**config.mk**
```make
export PLATFORM = sky130hd
export DESIGN_NAME = accCpu
export DESIGN_NICKNAME = d
export VERILOG_FILES = /design/src/rtl/accCpuPkg.sv /design/src/rtl/accCpuSeq.sv /design/src/rtl/accCpuPath.sv /design/src/rtl/accCpu.sv
export SDC_FILE = /design/constraint.sdc
export NUM_CORES = 1
export LEC_CHECK = 0
export ABC_AREA = 0
export BUFFER_PORTS_ARGS = -buffer_cell sky130_fd_sc_hd__buf_2
export CORE_MARGIN = 2
export CORE_UTILIZATION = 39
export CTS_BUF_LIST = sky130_fd_sc_hd__clkbuf_4 sky130_fd_sc_hd__clkbuf_8
export DETAILED_ROUTE_END_ITERATION = 6
export PLACE_DENSITY = 0.65
export SKIP_LAST_GASP = 1
export SLEW_MARGIN = 40
export SYNTH_ARGS = -nofsm -noshare
export SYNTH_HDL_FRONTEND = slang
export SYNTH_SLANG_ARGS = --single-unit
```
**constraint.sdc**
```tcl
create_clock -name clk -period 1.9 [get_ports clk]
set_input_delay 0 -clock clk [delete_from_list [all_inputs] [get_ports clk]]
set_output_delay 0 -clock clk [all_outputs]
set_load 0.03 [all_outputs]
```
**src/rtl/accCpuPkg.sv**
```systemverilog
package accCpuPkg;

  typedef enum logic [1:0] {
    OP_LOAD  = 2'b00,
    OP_STORE = 2'b01,
    OP_ADD   = 2'b10,
    OP_BRN   = 2'b11
  } opCodeE;

  // strobes from the sequencer to the datapath and the memory pins
  typedef struct packed {
    logic marFromPc;
    logic marLoad;
    logic mbrInLoad;
    logic mbrOutLoad;
    logic irLoad;
    logic pcInc;
    logic pcLoad;
    logic accLoad;
    logic accAdd;
    logic memCs;
    logic memWe;
  } ctrlStrobeS;

  typedef enum logic [3:0] {
    S_HALT,
    S_FETCH_ADDR,
    S_FETCH_REQ,
    S_FETCH_WAIT,
    S_DECODE,
    S_EXEC_ADDR,
    S_EXEC_REQ,
    S_EXEC_WAIT,
    S_EXEC_ALU,
    S_EXEC_WRITE,
    S_EXEC_RELEASE
  } seqStateE;

endpackage

```
**src/rtl/accCpuSeq.sv**
```systemverilog
module accCpuSeq
  import accCpuPkg::*;
#(
  parameter int MEM_LAT = 2
) (
  input  logic       clk,
  input  logic       rstN,
  input  logic       haltReq,
  input  opCodeE     opCode,
  input  logic       accNeg,
  output ctrlStrobeS strobe,
  output logic       halted
);

  localparam int CNT_W = (MEM_LAT > 1) ? $clog2(MEM_LAT) : 1;
  localparam logic [CNT_W-1:0] LAST_WAIT = CNT_W'(MEM_LAT - 1);

  seqStateE state;
  seqStateE stateNext;
  logic [CNT_W-1:0] waitCnt;
  logic waitDone;
  logic inWait;

  assign inWait   = (state == S_FETCH_WAIT) || (state == S_EXEC_WAIT);
  assign waitDone = (waitCnt == LAST_WAIT);
  assign halted   = (state == S_HALT);

  always_ff @(posedge clk) begin
    if (!rstN) begin
      state   <= S_FETCH_ADDR;
      waitCnt <= '0;
    end else begin
      state   <= stateNext;
      waitCnt <= inWait ? waitCnt + 1'b1 : '0;
    end
  end

  always_comb begin
    strobe    = '0;
    stateNext = state;
    unique case (state)
      S_HALT: begin
        if (!haltReq) stateNext = S_FETCH_ADDR;
      end
      S_FETCH_ADDR: begin
        if (haltReq) begin
          stateNext = S_HALT;
        end else begin
          strobe.marFromPc = 1'b1;
          strobe.marLoad   = 1'b1;
          stateNext        = S_FETCH_REQ;
        end
      end
      S_FETCH_REQ: begin
        strobe.memCs = 1'b1;
        stateNext    = S_FETCH_WAIT;
      end
      S_FETCH_WAIT: begin
        if (waitDone) begin
          strobe.mbrInLoad = 1'b1;
          stateNext        = S_DECODE;
        end
      end
      S_DECODE: begin
        strobe.irLoad = 1'b1;
        strobe.pcInc  = 1'b1;
        stateNext     = S_EXEC_ADDR;
      end
      S_EXEC_ADDR: begin
        unique case (opCode)
          OP_BRN: begin
            strobe.pcLoad = accNeg;
            stateNext     = S_FETCH_ADDR;
          end
          OP_STORE: begin
            strobe.marLoad    = 1'b1;
            strobe.mbrOutLoad = 1'b1;
            stateNext         = S_EXEC_WRITE;
          end
          default: begin
            strobe.marLoad = 1'b1;
            stateNext      = S_EXEC_REQ;
          end
        endcase
      end
      S_EXEC_REQ: begin
        strobe.memCs = 1'b1;
        stateNext    = S_EXEC_WAIT;
      end
      S_EXEC_WAIT: begin
        if (waitDone) begin
          strobe.mbrInLoad = 1'b1;
          stateNext        = S_EXEC_ALU;
        end
      end
      S_EXEC_ALU: begin
        strobe.accLoad = 1'b1;
        strobe.accAdd  = (opCode == OP_ADD);
        stateNext      = S_FETCH_ADDR;
      end
      S_EXEC_WRITE: begin
        strobe.memCs = 1'b1;
        strobe.memWe = 1'b1;
        stateNext    = S_EXEC_RELEASE;
      end
      S_EXEC_RELEASE: begin
        // select is already low here; the outbound buffer keeps driving
        stateNext = S_FETCH_ADDR;
      end
      default: stateNext = S_FETCH_ADDR;
    endcase
  end

  assert_we_with_cs_R8: assert property (@(posedge clk) disable iff (!rstN)
    strobe.memWe |-> strobe.memCs);

  assert_cs_pulse_R7: assert property (@(posedge clk) disable iff (!rstN)
    strobe.memCs |=> !strobe.memCs);

  assert_halt_idle_R9: assert property (@(posedge clk) disable iff (!rstN)
    halted |-> !strobe.memCs);

  assert_brn_sign_R5: assert property (@(posedge clk) disable iff (!rstN)
    strobe.pcLoad |-> accNeg);

endmodule

```
**src/rtl/accCpuPath.sv**
```systemverilog
module accCpuPath
  import accCpuPkg::*;
#(
  parameter int DATA_W = 16,
  parameter int ADDR_W = DATA_W - 2
) (
  input  logic              clk,
  input  logic              rstN,
  input  ctrlStrobeS        strobe,
  input  logic [DATA_W-1:0] memRdata,
  output logic [ADDR_W-1:0] memAddr,
  output logic [DATA_W-1:0] memWdata,
  output opCodeE            opCode,
  output logic              accNeg,
  output logic [ADDR_W-1:0] pcOut,
  output logic [DATA_W-1:0] accOut
);

  logic [ADDR_W-1:0] pc;
  logic [ADDR_W-1:0] mar;
  logic [DATA_W-1:0] ir;
  logic [DATA_W-1:0] mbrIn;
  logic [DATA_W-1:0] mbrOut;
  logic [DATA_W-1:0] acc;
  logic [DATA_W-1:0] accNext;
  logic [ADDR_W-1:0] operandAddr;
  logic [ADDR_W-1:0] marNext;

  assign operandAddr = ir[ADDR_W-1:0];
  assign opCode      = opCodeE'(ir[DATA_W-1 -: 2]);
  assign accNeg      = acc[DATA_W-1];
  assign marNext     = strobe.marFromPc ? pc : operandAddr;
  assign accNext     = strobe.accAdd ? acc + mbrIn : mbrIn;

  always_ff @(posedge clk) begin
    if (!rstN) begin
      pc     <= '0;
      mar    <= '0;
      ir     <= '0;
      mbrIn  <= '0;
      mbrOut <= '0;
      acc    <= '0;
    end else begin
      if (strobe.marLoad)    mar    <= marNext;
      if (strobe.mbrInLoad)  mbrIn  <= memRdata;
      if (strobe.mbrOutLoad) mbrOut <= acc;
      if (strobe.irLoad)     ir     <= mbrIn;
      if (strobe.accLoad)    acc    <= accNext;
      if (strobe.pcLoad)      pc <= operandAddr;
      else if (strobe.pcInc)  pc <= pc + 1'b1;
    end
  end

  assign memAddr  = mar;
  assign memWdata = mbrOut;
  assign pcOut    = pc;
  assign accOut   = acc;

  assert_pc_step_R6: assert property (@(posedge clk) disable iff (!rstN)
    $past(strobe.pcInc) |-> pc == ADDR_W'($past(pc) + 1'b1));

  assert_brn_target_R5: assert property (@(posedge clk) disable iff (!rstN)
    $past(strobe.pcLoad) |-> pc == $past(operandAddr));

  assert_acc_hold_R3: assert property (@(posedge clk) disable iff (!rstN)
    !$past(strobe.accLoad) |-> $stable(acc));

  assert_wdata_held_R8: assert property (@(posedge clk) disable iff (!rstN)
    ($past(strobe.memCs && strobe.memWe) && !strobe.memCs) |-> $stable(memWdata));

endmodule

```
**src/rtl/accCpu.sv**
```systemverilog
module accCpu
  import accCpuPkg::*;
#(
  parameter int DATA_W  = 16,
  parameter int ADDR_W  = DATA_W - 2,
  parameter int MEM_LAT = 2
) (
  input  logic              clk,
  input  logic              rstN,
  input  logic              haltReq,
  output logic [ADDR_W-1:0] memAddr,
  output logic              memCs,
  output logic              memWe,
  output logic [DATA_W-1:0] memWdata,
  input  logic [DATA_W-1:0] memRdata,
  output logic              halted,
  output logic [ADDR_W-1:0] dbgPc,
  output logic [DATA_W-1:0] dbgAcc
);

  ctrlStrobeS strobe;
  opCodeE     opCode;
  logic       accNeg;

  accCpuSeq #(.MEM_LAT(MEM_LAT)) u_seq (
    .clk     (clk),
    .rstN    (rstN),
    .haltReq (haltReq),
    .opCode  (opCode),
    .accNeg  (accNeg),
    .strobe  (strobe),
    .halted  (halted)
  );

  accCpuPath #(.DATA_W(DATA_W), .ADDR_W(ADDR_W)) u_path (
    .clk      (clk),
    .rstN     (rstN),
    .strobe   (strobe),
    .memRdata (memRdata),
    .memAddr  (memAddr),
    .memWdata (memWdata),
    .opCode   (opCode),
    .accNeg   (accNeg),
    .pcOut    (dbgPc),
    .accOut   (dbgAcc)
  );

  assign memCs = strobe.memCs;
  assign memWe = strobe.memWe;

endmodule

```
==> results by group, run 1 <==
Logic synthesis
  • Seq/Total Area, Yosys: 40.0%
  • Ys flop type: dfxtp_1
  • Synth top area cells: dfxtp_1 (40%), nand2_1 (11%), a21oi_1 (7.3%), nor2_1 (4.3%), ha_1 (4.1%)
  • YS warnings: 0
  • Unique masters post-synth: 55
  • EDFF count, synth: 0
  • Yosys reg bits: 97
  • Post-Synth XOR/XNOR Area: 1.81%
  • Synthesized area: 4850 um2
  • Multiplexer share of the synthesized area: 2.89%
  • Synth top area share: 40.0%
  • Cells after Synth: 626
  • Syn avg cell area: 7.75 um2
  • Asr flop ratio synth: 0%
  • Main combinational cell family by area after synthesis: simple AND/OR/NAND/NOR gates
  • Post-Synth Simple-Gate Area: 24.8%
  • Cell accounting for the most synthesized area: dfxtp_1
  • Adder-cell share of the synthesized area: 4.54%
  • Syn_nets: 662
  • Synth Area in Compound Gates: 21.4%

Setup path
  • Critical setup path kind: flip-flop to flip-flop
  • Crit path launch: u_path.accOut[0]$_SDFFE_PN0N_
  • Worst setup EP type: flip-flop
  • CP max FO: 4
  • Worst EP required: 2.18 ns
  • Reg2reg start: u_path.accOut[0]$_SDFFE_PN0N_
  • Worst Setup Start Kind: flip-flop
  • WP data arrival: 2.25 ns

Global route
  • First-pass GRT wire length: 23000 um
  • Antenna violations before repair: 0
  • Grt ovf: 0
  • Largest net degree at the start of global routing: 53
  • Vias in the first global route: 4659
  • Overall Global Routing Usage: 21.8%

Pwr
  • Pwr per Cell Area: 642 nW/um2
  • Leakage power: 2.53 nW
  • Switching Fraction: 27.5%
  • Clk network pwr share: 36.3%
  • Logic pwr share: 10.4%
  • Maximum VDD drop: 0.489 mV
  • Cell Int Power: 0.00286 W
  • Reg power frac: 53.3%
  • NetSw: 0.00108 W

STA
  • Setup Total Neg Slack: -0.156 ns
  • Skew final: 0.0129 ns
  • RSZ-0062 raised after global routing: yes
  • Final Max Slew Viols: 0
  • Final Hold Viols: 0
  • Worst-margin pin slew: 0.419 ns
  • Max transition margin: 72.1%
  • Max Freq: 506 MHz
  • Setup-failing EPs final: 3
  • Crit share post-route: 104%
  • Fin crit period: 1.98 ns
  • Final WS setup: -0.0764 ns
  • Fin Hold WS: 0.0721 ns

CTS
  • Clock sink count: 97
  • Clk_lat worst skew: 0.39 ns
  • Clk buf depth: 2
  • Clock slew at reported path FFs: 0.10 ns
  • CTS tree: yes
  • CTS Buf Count: 9
  • CTS Root Cell: clkbuf_8
  • H-tree depth: 3

Detailed routing
  • DRT iter0 DRCs: 366
  • Vias: 4830
  • Post-DRT Antenna Nets: 0
  • WL per Instance: 15.1 um
  • DRC: 12
  • DRT Pass-1 Iters: 7
  • Drt via density: 5.26
  • Total Routed Length: 13900 um

Run status
  • Status: complete, but fails checks
  • Failing checks: DRC, setup timing

Placed design
  • DP Worst Slack: -0.0715 ns
  • I/O Buffers: 81
  • Dpl cells: 882
  • Placer Congestion: 0.995
  • HPWL after detailed placement: 10100 um

Floorplan
  • Die Y: 116 um
  • CORE AREA: 12100 um2
  • Die X: 116 um
  • Initial Util: 40.2%
  • Die Area: 13300 um2
  • # rows: 40
  • I/O pin cnt: 82

Cells and area
  • Nets: 781
  • Final cell count without fillers: 918
  • Fraction of layout cells with a size suffix above 1: 23.9%
  • Area growth syn-to-layout: 26.7%
  • Diode count: 0
  • Layout Utilization: 51.0%

Hold path
  • Worst hold path type: input port to flip-flop
  • Hold path startpoint: haltReq

Run
  • Max-cap violation count: 0
==> flip-flops by register name, indices dropped and copies added (netlist names) <==
signal           count
u_seq.waitCnt        1
u_seq.state          4
u_path.ir           16
u_path.memAddr      14
u_path.pcOut        14
u_path.memWdata     16
u_path.mbrIn        16
u_path.accOut       16
==> routing by layer <==
metal | track usage (%) | vias up | share of wire [%]
li1 | - | 2438 | -
met1 | 29.4 | 2224 | 47
met2 | 34.8 | 152 | 47
met3 | 5.13 | 16 | 5.0
met4 | 6.67 | 0 | 1.5
met5 | 0 | - | 0
==> what timing repair did <==
action / CTS / global route
hold buffers: 17 / 0
resized for setup: 4 / 12
pin swaps: 3 / 2
endpoints found under the setup margin: 7 / 24
hold endpoints to repair: 17 / 0
buffers inserted: 2 / 1
==> synth_stat cells (9+ instances only) <==
master / count
nand2_1: 144
clkbuf_1: 27
nand3_1: 12
ha_1: 16
and3_1: 9
nor3_1: 15
a31oi_1: 11
dfxtp_1: 97
o21ai_0: 32
a21oi_1: 71
nor2_1: 55
mux2i_1: 14
a211oi_1: 22
==> metrics by stage <==
step           total power [W]  instance area, um2
2_1_floorplan          0.00242                4900
3_3_place_gp           0.00252                5700
3_5_place_dp           0.00253                5700
4_1_cts                0.00399                6110
5_1_grt                0.00412                6150
6_report               0.00395                6150
==> area by class of cell <==
cell class,count,area [um2]
Multi-Input combinational cell,480,2770
Tap cell,168,210
Sequential cell,97,1950
Clock buffer,9,124
Clock inverter,7,88.8
Inverter,7,26.3
Timing Repair Buffer,150,982
Fill cell,1183,5910
==> cell usage in the layout, fill, tap and decap left out, types with 3 or more instances in the layout <==
master / synthesis / layout
nand2_1: 144 / 144
dfxtp_1: 97 / 91
buf_2: 8 / 81
a21oi_1: 71 / 69
nor2_1: 55 / 54
buf_4: 2 / 50
o21ai_0: 32 / 25
a211oi_1: 22 / 17
dlygate4sd3_1: 0 / 17
nor3_1: 15 / 15
mux2i_1: 14 / 14
ha_1: 16 / 14
nand3_1: 12 / 12
a31oi_1: 11 / 11
and3_1: 9 / 9
clkbuf_8: 0 / 9
a221oi_1: 8 / 8
inv_1: 6 / 6
nand4_1: 6 / 6
xor2_1: 6 / 6
o21ai_1: 0 / 6
a21o_1: 6 / 6
a211oi_2: 0 / 5
o211ai_1: 5 / 5
dfxtp_2: 0 / 5
nor2b_1: 4 / 4
xnor2_1: 4 / 4
nor4_1: 3 / 3
nor3b_1: 3 / 3
a311oi_1: 3 / 3
==> power by group through the flow <==
stage	Combinational (W)	Clock, W	Sequential, W
3_5_place_dp	0.000374	0	0.00215
6_report	0.000409	0.00143	0.00210
2_1_floorplan	0.000203	0	0.00221
4_1_cts	0.000402	0.00148	0.00211
3_3_place_gp	0.000372	0	0.00215
5_1_grt	0.000447	0.00156	0.00211
==> critical path: stages, from the launching register on <==
cell      delay (ns)
dfxtp_4         0.36
ha_4            0.16
fa_2            0.38
a211oi_2        0.23
o21a_1          0.17
nor2_2          0.09
o41ai_2         0.23
xor2_1          0.16
o21ai_0         0.08
==> final timing paths <==
| path | to | slack, ns | depth (start not counted) |
|---|---|---|---|
| worst max-delay path | u_path.accOut[10]$_SDFFE_PN0N_ | -0.08 | 8 |
| worst min register to register | u_path.memWdata[3]$_SDFFE_PN0P_ | 0.46 | 2 |
| worst max register to register | u_path.accOut[10]$_SDFFE_PN0N_ | -0.08 | 8 |
| worst min-delay path | u_seq.state[0]$_SDFFE_PN1P_ | 0.07 | 4 |
==> kinds of logic after synthesis <==
kind of cell / after synthesis
xor gates and xnor gates: 10
buffers and inverters: 49
and+or+nand+nor: 268
adders and majority gates: 17
AOI/OAI and AO/OA: 171
muxes: 14
DFF: 97
(Power assumes the default switching activity.)
==> run 2: changes to the inputs <==
Clock period 1.9 ns to 1.7 ns, I/O delays scaled along.
==> run 2 against run 1 <==
Effect of this change:
- the run ends with setup timing left
- sequential share of layout area decreased by 3.2 points
- combinational power increased by 27%
- core utilization increased by 6.3 points
- hold slack got worse by 0.053 ns
- clock power about the same
- worst setup slack got worse by 0.21 ns
- largest cell class unchanged
==> results by group, run 2 (synthesis results as in run 1) <==
STA
  • Setup-failing EPs final: 12
  • Final Max Slew Viols: 0
  • Crit share post-route: 117%
  • RSZ-0062 raised after global routing: yes
  • Max Freq: 503 MHz
  • Final WS setup: -0.288 ns
  • Max transition margin: 74.6%
  • Setup Total Neg Slack: -2.28 ns
  • Skew final: 0.0168 ns
  • Fin crit period: 1.99 ns
  • Final Hold Viols: 0
  • Worst-margin pin slew: 0.380 ns

Placed design
  • HPWL after detailed placement: 10700 um
  • Dpl cells: 928
  • I/O Buffers: 81
  • Placer Congestion: 0.947
  • DP Area: 6110 um2

Pwr
  • Maximum VDD drop: 0.545 mV
  • Total power: 0.00431 W
  • Leakage power: 2.92 nW
  • Pwr per Cell Area: 624 nW/um2

Run status
  • Failing checks: setup timing
  • Status: complete, but fails checks

Detailed routing
  • WL per Instance: 15.8 um
  • Total Routed Length: 15500 um
  • DRT Pass-1 Iters: 5
  • Vias: 5214
  • Drt via density: 5.33
  • Post-DRT Antenna Nets: 0
  • DRC: 0
  • DRT iter0 DRCs: 467

Global route
  • First-pass GRT wire length: 24000 um
  • Overall Global Routing Usage: 22.8%
  • Grt ovf: 0
  • Largest net degree at the start of global routing: 38
  • Vias in the first global route: 4824
  • Antenna violations before repair: 0

CTS
  • CTS tree: yes
  • Clock sink count: 97
  • H-tree depth: 3
  • Clk_lat worst skew: 0.39 ns
  • CTS Root Cell: clkbuf_8
  • Clock slew at reported path FFs: 0.11 ns
  • CTS Buf Count: 9
  • Clk buf depth: 2

Setup path
  • Worst r2r dst: u_path.accOut[8]$_SDFFE_PN0N_
  • WP data arrival: 2.28 ns
  • Largest delay share family, worst path: compound AO/OA/AOI/OAI gates
  • R2r setup slk: -0.29 ns
  • Crit path cell chain: ha_4 > fa_2 > a211oi_2 > o21a_2 > o21ai_1 > a21oi_2 > nor4b_2 > a211o_1
  • FF-to-FF path depth: 8
  • Worst Path Buf+Inv: 0
  • Critical setup path kind: flip-flop to flip-flop
  • Worst Setup Start Kind: flip-flop
  • Slowest Stage Delay on Critical Path: 0.37 ns
  • Worst EP required: 1.99 ns
  • Worst setup EP type: flip-flop
  • CP max FO: 2
  • Critical-path top delay cell: fa_2
  • Reg2reg start: u_path.accOut[0]$_SDFFE_PN0N_

Floorplan
  • Die Y: 116 um
  • I/O pin cnt: 82
  • CORE AREA: 12100 um2
  • # rows: 40
  • Die X: 116 um
  • Initial Util: 40.2%
  • Die Area: 13300 um2

Cells and area
  • Fillcell total: 1092
  • Commonest non-fill, non-tap cell in the layout: nand2_1
  • Fraction of layout cells with a size suffix above 1: 35.1%
  • Cell area after layout: 6910 um2
  • Reg area: 1970 um2
  • Final cell count without fillers: 978
  • Nets: 841
  • Multi-input logic area: 3020 um2
  • Diode count: 0
  • Layout Utilization: 57.3%
  • Most frequent cells in the layout: nand2_1 (144), buf_4 (99), buf_2 (82)
  • Area growth syn-to-layout: 42.4%

Run
  • Max-cap violation count: 0

Hold path
  • Hold path startpoint: rstN
  • Hold path endpoint: u_path.mbrIn[9]$_SDFFE_PN0P_
  • Worst hold path type: input port to flip-flop
  • WHS Path Cells: 3
run 2: final cells by class:
type	count	share of cell area (%)
Timing Repair Buffer	209	21.7
Inverter	7	0.380
Clock buffer	10	1.90
Sequential cell	97	28.6
Clock inverter	6	0.724
Multi-Input combinational cell	481	43.7
Tap cell	168	3.04
run 2: how the worst max path moves through the flow:
| stage | cells past startpoint | start | endpoint |
|---|---|---|---|
| 4_1_cts | 8 | u_path.accOut[0]$_SDFFE_PN0N_ | u_path.accOut[10]$_SDFFE_PN0N_ |
| 3_3_place_gp | 8 | u_path.accOut[0]$_SDFFE_PN0N_ | u_path.accOut[10]$_SDFFE_PN0N_ |
| 2_1_floorplan | 8 | u_path.accOut[0]$_SDFFE_PN0N_ | u_path.accOut[10]$_SDFFE_PN0N_ |
| 5_1_grt | 8 | u_path.accOut[0]$_SDFFE_PN0N_ | u_path.accOut[8]$_SDFFE_PN0N_ |
| 3_5_place_dp | 8 | u_path.mbrIn[0]$_SDFFE_PN0P_ | u_path.accOut[10]$_SDFFE_PN0N_ |
| 6_report | 8 | u_path.accOut[0]$_SDFFE_PN0N_ | u_path.accOut[8]$_SDFFE_PN0N_ |
run 2: through the flow:
step                      hold slack [ns]  setup slack (ns)
after floorplan                     0.136            -0.218
after global placement              0.248            -0.288
after detailed placement            0.246            -0.309
after CTS                         0.00451            -0.272
after global routing               0.0441            -0.402
final                              0.0191            -0.288
run 2: worst register-to-register path, stage by stage, from the launching register on:
cell and delay [ns]:
dfxtp_4 0.36, ha_4 0.16, fa_2 0.37, a211oi_2 0.22, o21a_2 0.20, o21ai_1 0.08, a21oi_2 0.19, nor4b_2 0.08
a211o_1 0.24
run 2: what timing repair did:
| action | in CTS | in global routing |
|---|---|---|
| setup buffers | 7 | 10 |
| gates resized for setup | 24 | 57 |
| cloned | 0 | 3 |
| pin swaps | 15 | 37 |
| endpoints found under the hold margin | 16 | 0 |
| endpoints found under the setup margin | 49 | 40 |
| hold buffers | 16 | 0 |
run 2: power breakdown:
group | internal (W) | leakage, nW | switching [W]
Combinational | 0.000218 | 2.04 | 0.000302
Clock | 0.000569 | 0.0926 | 0.000876
Sequential | 0.00232 | 0.793 | 0.0000309
Total | 0.00310 | 2.92 | 0.00121
run 2: layer usage:
metal / wire length (um) / vias to the layer above / track usage, %
met5: 0 / - / 0
met4: 273 / 0 / 7.47
met3: 945 / 28 / 4.39
met2: 7480 / 191 / 36.8
met1: 6750 / 2423 / 30.7
li1: - / 2572 / -
